## src/rtl/gic_pkg.sv

```systemverilog
package gic_pkg;
  localparam int PHASES = 3;
  localparam int SW     = 2 * PHASES;

  // events found by the datapath, consumed by the control
  typedef struct packed {
    logic [SW-1:0]     cmdFall;  // pulse start (high-to-low) per switch
    logic [PHASES-1:0] overlap;  // both arms requested
    logic [SW-1:0]     scHit;    // filtered overcurrent
  } evt_t;

  // strobes from the control back to the datapath
  typedef struct packed {
    logic [PHASES-1:0] ilkHold;  // phase locked out
    logic [SW-1:0]     scHold;   // switch tripped
  } strb_t;
endpackage

```

## src/rtl/gic_datapath.sv

```systemverilog
module gic_datapath
  import gic_pkg::*;
#(
  parameter int FILT_LEN = 4
) (
  input  logic              clk,
  input  logic              rst,
  input  logic [PHASES-1:0] cmdUpN,
  input  logic [PHASES-1:0] cmdLoN,
  input  logic              brkCmdN,
  input  logic [SW-1:0]     scSense,
  input  strb_t             strb,
  output evt_t              evt,
  output logic [PHASES-1:0] gateUp,
  output logic [PHASES-1:0] gateLo,
  output logic              gateBrk,
  output logic              faultN
);
  localparam int CW = $clog2(FILT_LEN + 1);
  localparam logic [CW-1:0] CNT_MAX = CW'(FILT_LEN);
  localparam logic [CW-1:0] HIT_AT  = CW'(FILT_LEN - 1);

  logic [SW-1:0] cmdS1, cmdS2, cmdPrev;
  logic [SW-1:0] senS1, senS2;
  logic          brkS1, brkS2;
  logic [SW-1:0] cmdOn, cmdFall, scHit;
  logic [PHASES-1:0] overlap;

  // two-flop synchronizers plus one stage for edge detection
  always_ff @(posedge clk) begin
    if (rst) begin
      cmdS1   <= '1;
      cmdS2   <= '1;
      cmdPrev <= '1;
      brkS1   <= 1'b1;
      brkS2   <= 1'b1;
      senS1   <= '0;
      senS2   <= '0;
    end else begin
      cmdS1   <= {cmdLoN, cmdUpN};
      cmdS2   <= cmdS1;
      cmdPrev <= cmdS2;
      brkS1   <= brkCmdN;
      brkS2   <= brkS1;
      senS1   <= scSense;
      senS2   <= senS1;
    end
  end

  assign cmdOn   = ~cmdS2;
  assign cmdFall = cmdPrev & ~cmdS2;

  // per-switch delay filter: saturating run-length counter
  for (genvar i = 0; i < SW; i++) begin : g_filt
    logic [CW-1:0] cnt;
    always_ff @(posedge clk) begin
      if (rst || !senS2[i]) cnt <= '0;
      else if (cnt != CNT_MAX) cnt <= cnt + 1'b1;
    end
    assign scHit[i] = senS2[i] && (cnt >= HIT_AT);
  end

  for (genvar p = 0; p < PHASES; p++) begin : g_phase
    assign overlap[p] = cmdOn[p] & cmdOn[p+PHASES];
    assign gateUp[p]  = cmdOn[p] & ~overlap[p] & ~strb.ilkHold[p] & ~strb.scHold[p];
    assign gateLo[p]  = cmdOn[p+PHASES] & ~overlap[p] & ~strb.ilkHold[p]
                        & ~strb.scHold[p+PHASES];
  end

  always_comb begin
    evt.cmdFall = cmdFall;
    evt.overlap = overlap;
    evt.scHit   = scHit;
  end

  assign gateBrk = ~brkS2;
  assign faultN  = ~((|strb.ilkHold) | (|strb.scHold));
endmodule

```

## src/rtl/gic_control.sv

```systemverilog
module gic_control
  import gic_pkg::*;
(
  input  logic  clk,
  input  logic  rst,
  input  evt_t  evt,
  output strb_t strb
);
  logic [PHASES-1:0] ilk;
  logic [SW-1:0]     sc;

  // lockout per phase, released on the later of the two pulse starts
  for (genvar p = 0; p < PHASES; p++) begin : g_ilk
    logic seenUp, seenLo, nextUp, nextLo;
    assign nextUp = seenUp | evt.cmdFall[p];
    assign nextLo = seenLo | evt.cmdFall[p+PHASES];
    always_ff @(posedge clk) begin
      if (rst) begin
        ilk[p] <= 1'b0;
        seenUp <= 1'b0;
        seenLo <= 1'b0;
      end else if (evt.overlap[p]) begin
        ilk[p] <= 1'b1;
        seenUp <= 1'b0;
        seenLo <= 1'b0;
      end else if (ilk[p]) begin
        if (nextUp && nextLo) begin
          ilk[p] <= 1'b0;
          seenUp <= 1'b0;
          seenLo <= 1'b0;
        end else begin
          seenUp <= nextUp;
          seenLo <= nextLo;
        end
      end
    end
  end

  // pulse-by-pulse trip per switch
  for (genvar i = 0; i < SW; i++) begin : g_sc
    always_ff @(posedge clk) begin
      if (rst) sc[i] <= 1'b0;
      else     sc[i] <= evt.scHit[i] | (sc[i] & ~evt.cmdFall[i]);
    end
  end

  always_comb begin
    strb.ilkHold = ilk;
    strb.scHold  = sc;
  end
endmodule

```

## src/rtl/gate_interlock_ctrl.sv

```systemverilog
module gate_interlock_ctrl
  import gic_pkg::*;
#(
  parameter int FILT_LEN = 4
) (
  input  logic              clk,
  input  logic              rst,
  input  logic [PHASES-1:0] cmdUpN,
  input  logic [PHASES-1:0] cmdLoN,
  input  logic              brkCmdN,
  input  logic [SW-1:0]     scSense,
  output logic [PHASES-1:0] gateUp,
  output logic [PHASES-1:0] gateLo,
  output logic              gateBrk,
  output logic              faultN
);
  evt_t  evt;
  strb_t strb;

  gic_datapath #(.FILT_LEN(FILT_LEN)) u_dp (
    .clk     (clk),
    .rst     (rst),
    .cmdUpN  (cmdUpN),
    .cmdLoN  (cmdLoN),
    .brkCmdN (brkCmdN),
    .scSense (scSense),
    .strb    (strb),
    .evt     (evt),
    .gateUp  (gateUp),
    .gateLo  (gateLo),
    .gateBrk (gateBrk),
    .faultN  (faultN)
  );

  gic_control u_ctl (
    .clk  (clk),
    .rst  (rst),
    .evt  (evt),
    .strb (strb)
  );
endmodule

```

## config.mk

```make
export PLATFORM = sky130hd
export DESIGN_NAME = gate_interlock_ctrl
export DESIGN_NICKNAME = d
export VERILOG_FILES = /design/src/rtl/gic_pkg.sv /design/src/rtl/gic_datapath.sv /design/src/rtl/gic_control.sv /design/src/rtl/gate_interlock_ctrl.sv
export SDC_FILE = /design/constraint.sdc
export NUM_CORES = 1
export LEC_CHECK = 0
export BUFFER_PORTS_ARGS = -buffer_cell sky130_fd_sc_hd__buf_4
export CAP_MARGIN = 10
export CORE_ASPECT_RATIO = 1.4
export CORE_MARGIN = 4
export CORE_UTILIZATION = 30
export CTS_CLUSTER_DIAMETER = 200
export DETAILED_ROUTE_END_ITERATION = 10
export PLACE_DENSITY = 0.51
export SLEW_MARGIN = 10
export SYNTH_ARGS = -nofsm -noshare
export SYNTH_HDL_FRONTEND = slang
export SYNTH_SLANG_ARGS = --single-unit
```

## constraint.sdc

```tcl
create_clock -name clk -period 1.25 [get_ports clk]
set_input_delay 0.125 -clock clk [delete_from_list [all_inputs] [get_ports clk]]
set_output_delay 0.125 -clock clk [all_outputs]
set_load 0.005 [all_outputs]
```

Word level (Yosys, flattened, before mapping). Index checks and enable logic that the tools add are counted. Widths: inputs -> output; s select.

$lt $le $gt $ge: 6. Div/mod/pow operators: 0. Reduce and logical (&&, ||, !) cells: 26. Bitwise logic cells: 62. Eq/ne operators: 6. Add/sub/neg operators: 6. Mux-type cells: 15. $mul: 0. Shifts and indexed selects: 0.

Operators with widths (count): $and 1x1->1 (27); $not 1->1 (20); $add 3x1->3 const B (6); $ge 3x2->1 const B (6); $ne 3x3->1 const B (6); $mux 1 (15); $or 1x1->1 (13); $logic_and 1x1->1 (9); $and 6x6->6 (1); $logic_not 1->1 (6); $logic_or 1x1->1 (6); $not 6->6 (1); $reduce_or 2->1 (3); $reduce_or 6->1 (1); $reduce_or 3->1 (1).

Bits in writable memories: 0. Word-level logic and storage cells: 149. Output and inout bits: 8. Bits in read-only memories: 0. Memories: 0. Latch bits: 0. Register bits: 65. Input bits: 15.

Depth between registers and ports, before layout. Gate-level depths: netlist of the first run.

Depth after elaboration: 7. Gate-level depth with buffers: 5.

Hierarchy. A second synthesis of the first run with hierarchy kept.

Cell total of the unflattened synthesis: 271. Area total of the unflattened synthesis: 2656.3 µm².

Modules (own cells, without submodules): gic_datapath (cells an instance 207, area each 2040.7 µm², instances 1); gic_control (cells an instance 64, area each 615.6 µm², instances 1).

Worst setup path after synthesis of the first run. No wires, ideal clock.

Path type: register to register. From: reg u_dp.g_filt[0].cnt[0]. To: reg u_ctl.sc[0] (netlist: u_ctl.strb[0]). Cell stages (with the launch flop): 6. Clock period less this slack: 1.239 ns. Buffers on the path: 0. Path slack: 0.011 ns. Arrival: 1.121 ns. Data required time: 1.133 ns. Cell sequence: dfxtp_1 -> ha_1 -> ha_1 -> a211o_1 -> a22oi_1 -> nor2_1.

Longest elaborated chain between the ends: 3.

Ends and longest elaborated chain: start, declared (RTL line gic_datapath.sv:55) `logic [CW-1:0] cnt;`; start signal, assigned (RTL line gic_datapath.sv:58) `else if (cnt != CNT_MAX) cnt <= cnt + 1'b1;`; $ge 3x2->1 (RTL line gic_datapath.sv:60) `assign scHit[i] = senS2[i] && (cnt >= HIT_AT);`; $logic_and 1x1->1 (RTL line gic_datapath.sv:60); $or 1x1->1 (RTL line gic_control.sv:43) `else sc[i] <= evt.scHit[i] | (sc[i] & ~evt.cmdFall[i]);`; end signal, assigned by index (RTL line gic_control.sv:43); end, declared (RTL line gic_control.sv:10) `logic [SW-1:0] sc;`.

No other way between the ends. A chain may end at the register's enable or synchronous reset.

Final worst setup path of the first run.
From: reg u_ctl.ilk[0] (netlist: u_ctl.strb[6]). To: out faultN.

Longest elaborated chain between the ends: 3.

Ends and longest elaborated chain: start, declared (RTL line gic_control.sv:9) `logic [PHASES-1:0] ilk;`; start signal, assigned by index (RTL line gic_control.sv:19) `ilk[p] <= 1'b0;`; start signal, assigned by index (RTL line gic_control.sv:23) `ilk[p] <= 1'b1;`; start signal, assigned by index (RTL line gic_control.sv:28) `ilk[p] <= 1'b0;`; $reduce_or 3->1 (RTL line gic_datapath.sv:77) `assign faultN = ~((|strb.ilkHold) | (|strb.scHold));`; $or 1x1->1 (RTL line gic_datapath.sv:77); $not 1->1 (RTL line gic_datapath.sv:77); end, declared (RTL line gate_interlock_ctrl.sv:15) `output logic faultN`.

No other way between the ends.

==> out/qor.txt, run 1 <==
Io pins: 23
Yosys reg bits: 65
N_diodes: 0
DRT Wirelength: 4840 um
Internal reg-to-reg setup slack: 0.01 ns
RR Endpoint: u_ctl.strb[2]$_SDFF_PP0_
Nets: 352
CTS tree: done
Yosys cell types: 27
Core area: 0.00825 mm2
GRT Util Overall: 0.111
Setup Crit Path Kind: flop to primary output
Psw: 1.01 mW
Port Buffers: 22
Min cycle time layout: 1.59 ns
RePlAce Congestion: 0.678
Outcome: finished with violations
Root Driver: clkbuf_16
Post-synthesis net count: 291
Worst-margin pin slew: 0.498 ns
Wire length per cell: 11.4 um
Util after Layout: 0.448
DP HPWL: 3200 um
Clock power frac: 0.543
Share of cells above drive strength 1: 0.383
Final instance area: 0.00369 mm2
Vias in the first global route: 1,930
Synth warn: 0
Register area share after synthesis: 0.511
Initial antenna violation count: 0
Die Height: 117 um
Hold Fails Final Rpt: 0
Max Slew Vio Count: 0
MaxCap Viol Count: 0
Initial Utilization: 0.309
HP Class: primary input to flop
Seq pwr share: 0.413
Final ANT Viol Nets: 0
Unrepaired setup endpoints after global routing: true
CTS buffer count: 9
Fillers: 773
Sink Count: 65
Final setup violation count: 6
Clock latency on the worst-skew pair: 0.33 ns
Synthesized area: 0.00255 mm2
Total power draw: 5.22 mW
H-tree depth: 3
Setup crit end kind: primary output
VDD IR max: 0.000886 V
Leakage power: 1.46 nW
Failing checks: negative setup slack
Worst-path clk slew: 0.06 ns
Net Sw Frac: 0.193
Placed insts: 395
CP startpoint: u_ctl.strb[6]$_SDFF_PP0_
Remaining Overflow, GRT: 0
Min-Delay Endpoint: u_dp.senS1[4]$_SDFF_PP0_
Initial DRC Count: 51
Post-route DRC: 0
WP data arrival: 1.46 ns
First-pass GRT wire length: 8510 um
Pwr dens: 1410 mW/mm2
Gate power share: 0.044
Cell Rows: 39
RR Startpoint: u_dp.g_filt[2].cnt[0]$_SDFFE_PP0P_
Die area: 0.0101 mm2
Largest net degree at the start of global routing: 54
Hold path startpoint: scSense[4]
Final std cells w/o fill: 426
Area delta synth->final: 45.0%
Vias per inst: 4.51
Worst EP required: 1.12 ns
Avg Inst Size Synth: 9.87 um2
Chip width: 85.9 um
First-pass DRT Iterations: 4
Critical path launch point type: flop
DP Area: 0.00295 mm2
Hold path cells: 2
Internal: 4.21 mW
CTS max path bufs: 2
Skew final: 0.00571 ns
CP Max Fanout: 2
Fmax: 630 MHz
Reg2reg path depth: 5
Final Cycle Share: 1.27
Setup WS post-layout: -0.338 ns
Max transition margin: 0.668
Synth Instances: 258
Routed vias: 1,923
-- how the worst max path moves through the flow --
| stage | to |
|---|---|
| after floorplan | u_ctl.strb[0]$_SDFF_PP0_ |
| after global placement | u_ctl.strb[0]$_SDFF_PP0_ |
| after detailed placement | u_ctl.strb[0]$_SDFF_PP0_ |
| after CTS | faultN |
| after global routing | faultN |
| final | faultN |
-- worst max-delay path: stages, from the launching register on --
cell	delay [ns]
dfxtp_2	0.31
or4_1	0.53
nor3_2	0.16
buf_4	0.13
-- cells in the final DEF (no fill, tap or decap), drive strengths merged --
cell type / count
a2111oi: 4
clkbuf: 9
nand2: 12
a21oi: 12
o2111ai: 2
dlygate4sd3: 12
a22oi: 6
dfxtp: 65
a211oi: 2
nor2: 18
a31oi: 4
inv: 25
nor4b: 6
ha: 18
or4: 2
a211o: 6
and2b: 1
nand2b: 12
xnor2: 6
clkinvlp: 2
or2b: 2
or2: 20
buf: 43
bufinv: 3
nor3: 4
nor2b: 17
clkinv: 2
a221oi: 3
nand3: 6
-- layer usage --
| layer | up-vias | wire [um] | GRT usage |
|---|---|---|---|
| met5 | - | 0 | 0 |
| met4 | 0 | 151 | 0.0760 |
| met3 | 11 | 212 | 0.0357 |
| met2 | 30 | 2390 | 0.184 |
| met1 | 887 | 2090 | 0.120 |
| li1 | 995 | - | - |
-- registers in the layout, indices dropped and copies added (netlist names) --
register,count
u_dp.senS2,6
u_dp.cmdS2,6
u_dp.senS1,6
u_dp.brkS1,1
u_ctl.strb,9
u_ctl.g_ilk.seenUp,3
u_dp.brkS2,1
u_dp.g_filt.cnt,18
u_dp.cmdPrev,6
u_dp.cmdS1,6
u_ctl.g_ilk.seenLo,3
-- synthesized netlist by cell type --
master     count  area share
dfxtp_1       65        0.51
buf_2          2      0.0039
nor3_2         1      0.0039
clkbuf_1       3      0.0044
or2_2         20       0.049
nand2_1       12       0.018
and2b_1        1      0.0029
nand2b_1      12       0.029
a2111oi_0      2      0.0069
nor4b_1        6       0.021
a211oi_1       2      0.0059
nand3_1        6       0.012
a21oi_1       12       0.024
a22oi_1        6       0.018
inv_1         25       0.037
xnor2_1        6       0.021
nor3_1         3      0.0059
ha_1          18       0.088
o2111ai_1      2      0.0069
a221oi_1       3       0.010
nor2_1        18       0.027
nor2b_1       17       0.042
a31oi_1        4      0.0098
a2111oi_2      2       0.012
or4_1          2      0.0059
a211o_1        6       0.021
or2b_1         2      0.0059
-- power by group through the flow --
stage	clock [mW]	sequential [mW]	combinational, mW
final	2.83	2.16	0.229
after global routing	3.02	2.16	0.258
after CTS	2.92	2.15	0.226
after detailed placement	0	2.19	0.182
after global placement	0	2.19	0.181
after floorplan	0	2.19	0.0998
-- repair_timing --
item / 4_1_cts / 5_1_grt
buffers inserted: 3 / 1
endpoints found under the hold margin: 12 / 0
resized for setup: 29 / 32
endpoints found under the setup margin: 11 / 18
hold buffers: 12 / 0
pin swaps: 10 / 15
-- logic make-up after synthesis --
family,Yosys count,share of synthesized area
AO/OA/AOI/OAI,39,0.113
flip-flops,65,0.511
adder cells (fa/ha/maj),18,0.0884
buffers and inverters,30,0.0452
XOR/XNOR,6,0.0206
AND/OR/NAND/NOR,100,0.222
-- cell type report --
class	instances	area, um2	area share
tap	102	128	0.0346
inverter	25	93.8	0.0254
sequential	65	1320	0.358
multi-input combinational	163	1350	0.364
clock inverter	7	119	0.0322
clock buffer	9	225	0.0610
timing repair buffer	55	462	0.125
-- per-stage QoR --
| stage | hold WS, ns | setup WS [ns] | setup TNS (ns) |
|---|---|---|---|
| 2_1_floorplan | 0.229 | 0.0113 | 0 |
| 3_3_place_gp | 0.311 | -0.00682 | -0.00682 |
| 3_5_place_dp | 0.314 | -0.0327 | -0.0799 |
| 4_1_cts | 0.00319 | -0.359 | -0.891 |
| 5_1_grt | 0.0112 | -0.409 | -1.55 |
| 6_report | 0.0184 | -0.338 | -0.889 |
No activity file was read; power rests on OpenSTA's default activity.
==> inputs of run 2 (changes only) <==
- ABC_AREA: not set -> 1
==> out/qor.txt, run 2 <==
Outcome: finished, final reports clean
GRT busiest layer: met2
Most frequent cells in the layout: 65 x nand2_1, 52 x dfxtp_1, 48 x inv_1, 28 x a21oi_1, 27 x buf_4
Vias in the first global route: 1,990 (+3.1%)
Final instance area: 0.00337 mm2 (-8.8%)
Nets: 390 (+11%)
Final ANT Viol Nets: 0 (unchanged)
Initial Utilization: 0.312 (+0.00303)
VDD IR max: 0.000662 V (-25%)
Placed insts: 433 (+9.6%)
Slowest stage delay, CP: 0.36 ns (-0.17 ns)
CTS tree: done
First-pass GRT wire length: 8420 um (-1.0%)
Critical path launch point type: flop
Root Driver: clkbuf_16
Commonest non-fill, non-tap cell in the layout: nand2_1
Synth warn: 0 (unchanged)
N_diodes: 0 (unchanged)
Port Buffers: 22 (unchanged)
Total power draw: 4.57 mW (-12%)
CTS max path bufs: 2 (unchanged)
CTS buffer count: 9 (unchanged)
Fmax: 808 MHz (+28%)
Util after Layout: 0.408 (-0.0396)
Largest net degree at the start of global routing: 18 (-67%)
Min cycle time layout: 1.24 ns (-0.350 ns)
RR Startpoint: u_dp.g_filt[3].cnt[0]$_SDFFE_PP0P_
Io pins: 23 (unchanged)
Clock latency on the worst-skew pair: 0.32 ns (about the same)
Max reg flops: 18 (unchanged)
GRT Util Overall: 0.106 (-0.00539)
DRT Wirelength: 4690 um (-3.1%)
Synthesized area: 0.00257 mm2 (+0.98%)
Max transition margin: 0.857 (+0.190)
Final setup violation count: 0 (-6)
Post-synthesis net count: 344 (+18%)
Reg2reg path depth: 6 (+1)
DP HPWL: 3400 um (+6.5%)
RePlAce Congestion: 0.725 (+7.0%)
GR Util met2: 0.178 (-0.00565)
Initial antenna violation count: 0 (unchanged)
Top-area cell type share of the netlist area: 0.506 (-0.00497)
Chip width: 86.3 um (+0.44%)
Leakage power: 1.48 nW (+1.2%)
CP Cell Sequence: nor4_4 -> buf_4
Commonest register cell after synthesis: dfxtp_1
MaxCap Viol Count: 0 (unchanged)
Setup crit end kind: primary output
WP data arrival: 1.11 ns (-0.35 ns)
Sink Count: 65 (unchanged)
Largest area contributor in the netlist: dfxtp_1
Worst-margin pin slew: 0.212 ns (-0.286 ns)
Worst-path clk slew: 0.05 ns (about the same)
Internal reg-to-reg setup slack: 0.14 ns (+0.13 ns)
Post-synth EDFFs: 0 (unchanged)
Final std cells w/o fill: 463 (+8.7%)
Post-synth top cells: 65 x dfxtp_1, 65 x nand2_1, 53 x inv_1, 28 x a21oi_1, 28 x nor2_1
Skew final: 0.00501 ns (-0.000697 ns)
GR Util met3: 0.0329 (-0.00280)
Post-route DRC: 0 (unchanged)
Avg Inst Size Synth: 8.27 um2 (-16%)
Cell Rows: 39 (unchanged)
RR Endpoint: u_ctl.strb[3]$_SDFF_PP0_
Yosys reg bits: 65 (unchanged)
Routed vias: 1,973 (+2.6%)
Biggest register: u_dp.g_filt.cnt
Synth Instances: 311 (+21%)
Hold Fails Final Rpt: 0 (unchanged)
Share of cells above drive strength 1: 0.213 (-0.169)
CP endpoint: gateLo[2]
Max Slew Vio Count: 0 (unchanged)
CP Max Fanout: 4 (+2)
Die Height: 118 um (+0.46%)
Initial DRC Count: 108 (+110%)
CP startpoint: u_ctl.strb[8]$_SDFF_PP0_
Die area: 0.0101 mm2 (+0.90%)
H-tree depth: 3 (unchanged)
Unrepaired setup endpoints after global routing: true
First-pass DRT Iterations: 4 (unchanged)
GR Util met1: 0.114 (-0.00653)
Setup Crit Path Kind: flop to primary output
Vias per inst: 4.26 (-5.6%)
Final Cycle Share: 0.991 (-0.280)
Core area: 0.00825 mm2 (unchanged)
Wire length per cell: 10.1 um (-11%)
Async set or reset register ratio after synthesis: 0 (unchanged)
CP max stage cell: dfxtp_4
Area delta synth->final: 30.9%
Ranking of synthesized cells by area: dfxtp_1 51%, nand2_1 9.5%, ha_1 8.8%, inv_1 7.7%, a21oi_1 5.4%
Register area share after synthesis: 0.506 (-0.00497)
DP Area: 0.00284 mm2 (-3.8%)
Yosys cell types: 19 (-30%)
Pwr dens: 1360 mW/mm2 (-3.8%)
Worst EP required: 1.12 ns (about the same)
HP Class: primary input to flop
Remaining Overflow, GRT: 0 (unchanged)
-- run 2: changes by cell type in the layout (fill, tap and decap cells not counted), moves of 8 or more --
cell | previous run | this run
dfxtp_2 | 16 | 8
o21ai_0 | 0 | 10
a21oi_1 | 12 | 28
nor2b_1 | 17 | 0
or2_1 | 0 | 11
ha_1 | 7 | 18
inv_1 | 24 | 48
buf_4 | 38 | 27
nand2_1 | 11 | 65
or2_2 | 20 | 3
nand2b_1 | 10 | 0
-- run 2: cells by family (layout without fill, tap and decap cells) --
kind of cell / after synthesis / count (layout) / share of synthesized area
and+or+nand+nor: 126 / 126 / 0.219
buffers and inverters: 59 / 109 / 0.0987
adders and majority gates: 18 / 18 / 0.0876
AOI/OAI and AO/OA: 43 / 43 / 0.0885
DFF: 65 / 65 / 0.506
-- run 2: metrics by stage --
stage	setup WS [ns]	hold slack [ns]	TNS, ns
2_1_floorplan	0.226	0.222	0
3_3_place_gp	0.158	0.303	0
5_1_grt	-0.0509	0.0267	-0.226
6_report	0.0118	0.0129	0
4_1_cts	-0.0146	0.00666	-0.0151
3_5_place_dp	0.149	0.308	0
-- run 2: how the worst min path moves through the flow --
stage,from,end,cells past startpoint
CTS,scSense[3],u_dp.senS1[3]$_SDFF_PP0_,3
finish,scSense[3],u_dp.senS1[3]$_SDFF_PP0_,3
global placement,cmdUpN[2],u_dp.cmdS1[2]$_SDFF_PP1_,2
detailed placement,cmdLoN[1],u_dp.cmdS1[4]$_SDFF_PP1_,2
floorplan,brkCmdN,u_dp.brkS1$_SDFF_PP1_,1
global route,scSense[1],u_dp.senS1[1]$_SDFF_PP0_,3
-- run 2: per-layer routing --
| layer | up-vias | share of wire |
|---|---|---|
| li1 | 1066 | - |
| met1 | 872 | 0.42 |
| met2 | 24 | 0.51 |
| met3 | 11 | 0.035 |
| met4 | 0 | 0.026 |
| met5 | - | 0 |
-- run 2: worst max-delay path: cells and delay by family, from the launching register on --
| family | cells | cell delay, ns |
|---|---|---|
| buffers and inverters | 1 | 0.15 |
| DFF | 1 | 0.36 |
| and+or+nand+nor | 1 | 0.28 |
-- run 2: final cells by class --
| type | count | area [um2] |
|---|---|---|
| clock inverter | 4 | 20.0 |
| fill | 828 | 4880 |
| timing repair buffer | 40 | 343 |
| tap | 102 | 128 |
| inverter | 54 | 210 |
| sequential | 65 | 1330 |
| clock buffer | 11 | 243 |
| multi-input combinational | 187 | 1090 |
-- run 2: where the power goes --
part | leakage (nW) | switching [mW] | total [mW] | internal (mW)
clock | 0.135 | 0.813 | 2.18 | 1.37
sequential | 0.535 | 0.0304 | 2.15 | 2.12
combinational | 0.807 | 0.111 | 0.242 | 0.130
total | 1.48 | 0.954 | 4.57 | 3.62
-- run 2: timing repair --
| action | 4_1_cts | 5_1_grt |
|---|---|---|
| gates cloned | 0 | 0 |
| endpoints found under the setup margin | 7 | 7 |
| hold buffers | 12 | 0 |
| buffers inserted | 1 | 2 |
| pin swaps | 5 | 7 |
| resized for setup | 19 | 18 |
| endpoints found under the hold margin | 11 | 0 |
==> inputs of run 3 (changes only) <==
- CAP_MARGIN: 10 -> 40
- PLACE_DENSITY: 0.51 -> 0.49
- clock period: 1.25 -> 1.2 ns (I/O delays scaled with it)
==> out/qor.txt, run 3 (synthesis gave the netlist of run 2 again) <==
Net Sw Frac: 0.192 (-0.0169)
Biggest register: u_dp.g_filt.cnt
Failing checks: negative setup slack
CP max stage cell: dfxtp_4
Max transition margin: 0.855 (-0.00255)
Final Cycle Share: 1.05
Chip width: 86.3 um (unchanged)
Largest net degree at the start of global routing: 17 (-1)
Io pins: 23 (unchanged)
Leakage power: 1.52 nW (+2.6%)
Post-route DRC: 0 (unchanged)
N_diodes: 0 (unchanged)
Final ANT Viol Nets: 0 (unchanged)
Worst-margin pin slew: 0.216 ns (+0.00380 ns)
MaxCap Viol Count: 0 (unchanged)
Skew final: 0.00445 ns (-0.000555 ns)
HP Class: primary input to flop
Min cycle time layout: 1.26 ns
DP Area: 0.00283 mm2 (-0.26%)
Commonest non-fill, non-tap cell in the layout: nand2_1
Psw: 1.09 mW (+14%)
Die area: 0.0101 mm2 (unchanged)
Worst-path clk slew: 0.05 ns (about the same)
H-tree depth: 3 (unchanged)
DP HPWL: 3450 um (+1.5%)
Clock latency on the worst-skew pair: 0.33 ns (about the same)
Setup Crit Path Kind: flop to primary output
Remaining Overflow, GRT: 0 (unchanged)
Vias in the first global route: 2,042 (+2.6%)
Util after Layout: 0.428 (+0.0194)
Wire length per cell: 10.3 um (+1.2%)
Initial DRC Count: 61 (-44%)
Fmax: 793 MHz
CP Cell Sequence: nor4_4 -> buf_4
First-pass DRT Iterations: 4 (unchanged)
Initial antenna violation count: 0 (unchanged)
Area delta synth->final: 37.1%
Outcome: finished with violations
RR Startpoint: u_dp.g_filt[5].cnt[0]$_SDFFE_PP0P_
Fillers: 824 (-0.48%)
Register area: 0.00135 mm2 (+1.1%)
WP data arrival: 1.14 ns (+0.03 ns)
Worst EP required: 1.08 ns (-0.04 ns)
First-pass GRT wire length: 8650 um (+2.7%)
Sink Count: 65 (unchanged)
Die Height: 118 um (unchanged)
Slowest stage delay, CP: 0.37 ns (about the same)
RePlAce Congestion: 0.737 (+1.7%)
Cell Rows: 39 (unchanged)
Total power draw: 5.66 mW (+24%)
Share of cells above drive strength 1: 0.250 (+0.0367)
CP Max Fanout: 6 (+2)
Critical path launch point type: flop
Vias per inst: 4.34 (+1.9%)
Hold Fails Final Rpt: 0 (unchanged)
Routed vias: 2,024 (+2.6%)
Max reg flops: 18 (unchanged)
VDD IR max: 0.000684 V (+3.4%)
Clock power frac: 0.559 (+0.083)
Port Buffers: 22 (unchanged)
Pwr dens: 1610 mW/mm2 (+18%)
GRT Util Overall: 0.108 (+0.00202)
Final setup violation count: 6 (+6)
Multi-input gate area: 0.00113 mm2 (+3.2%)
CP startpoint: u_ctl.strb[6]$_SDFF_PP0_
Pre-CTS setup slack: 0.0990 ns (-0.0503 ns)
Hold path startpoint: rst
DRT Wirelength: 4780 um (+1.9%)
Core area: 0.00825 mm2 (unchanged)
Nets: 392 (+0.51%)
Initial Utilization: 0.312 (unchanged)
Final instance area: 0.00353 mm2 (+4.8%)
Unrepaired setup endpoints after global routing: true
Max Slew Vio Count: 0 (unchanged)
Root Driver: clkbuf_16
Internal: 4.58 mW (+26%)
Setup WS post-layout: -0.0610 ns (-0.0728 ns)
CTS max path bufs: 2 (unchanged)
Cell family with most CP delay: flip-flops
Most frequent cells in the layout: 65 x nand2_1, 50 x dfxtp_1, 44 x inv_1, 29 x buf_4, 28 x a21oi_1
CTS tree: done
Seq pwr share: 0.395 (-0.076)
Buf/Inv on CP: 1 (unchanged)
Setup_tns: -0.199 ns (-0.199 ns)
CTS buffer count: 9 (unchanged)
Setup crit end kind: primary output
Gate power share: 0.046 (-0.007)
-- run 3: power groups by stage --
stage	clock network, mW	logic (mW)	registers [mW]
global placement	0	0.206	2.29
detailed placement	0	0.208	2.29
global route	3.34	0.294	2.24
floorplan	0	0.132	2.28
finish	3.17	0.260	2.24
CTS	3.26	0.258	2.24
-- run 3: layer usage --
metal / part of all wire / GRT usage / vias up
met2: 0.52 / 0.183 / 29
li1: - / - / 1073
met3: 0.040 / 0.0329 / 9
met5: 0 / 0 / -
met1: 0.42 / 0.115 / 913
met4: 0.025 / 0.0614 / 0
-- run 3: repair_timing --
item,in CTS,in global routing
pin swaps,9,9
hold buffers,13,0
gates cloned,0,0
setup endpoints to repair,7,12
gates resized for setup,32,25
endpoints found under the hold margin,13,0
setup buffers,5,0
-- run 3: through the flow --
step                      hold slack, ns  std cells
final                             0.0659        466
after global routing              0.0743        466
after CTS                         0.0594        466
after detailed placement           0.303        432
after global placement             0.299        432
after floorplan                    0.217        311
-- run 3: final timing paths --
path	end	slack [ns]	cells after the start
worst max-delay path	gateLo[0]	-0.06	2
worst min-delay path	u_dp.senS1[0]$_SDFF_PP0_	0.07	2
worst max register to register	u_dp.g_filt[5].cnt[1]$_SDFFE_PP0P_	0.10	5
worst min register to register	u_dp.senS2[3]$_SDFF_PP0_	0.40	2
-- run 3: area by class of cell --
type / count / share of cell area
Timing Repair Buffer: 42 / 0.0986
Multi-Input combinational cell: 187 / 0.320
Clock buffer: 9 / 0.0639
Sequential cell: 65 / 0.381
Clock inverter: 7 / 0.0404
Tap cell: 102 / 0.0362
Inverter: 54 / 0.0596
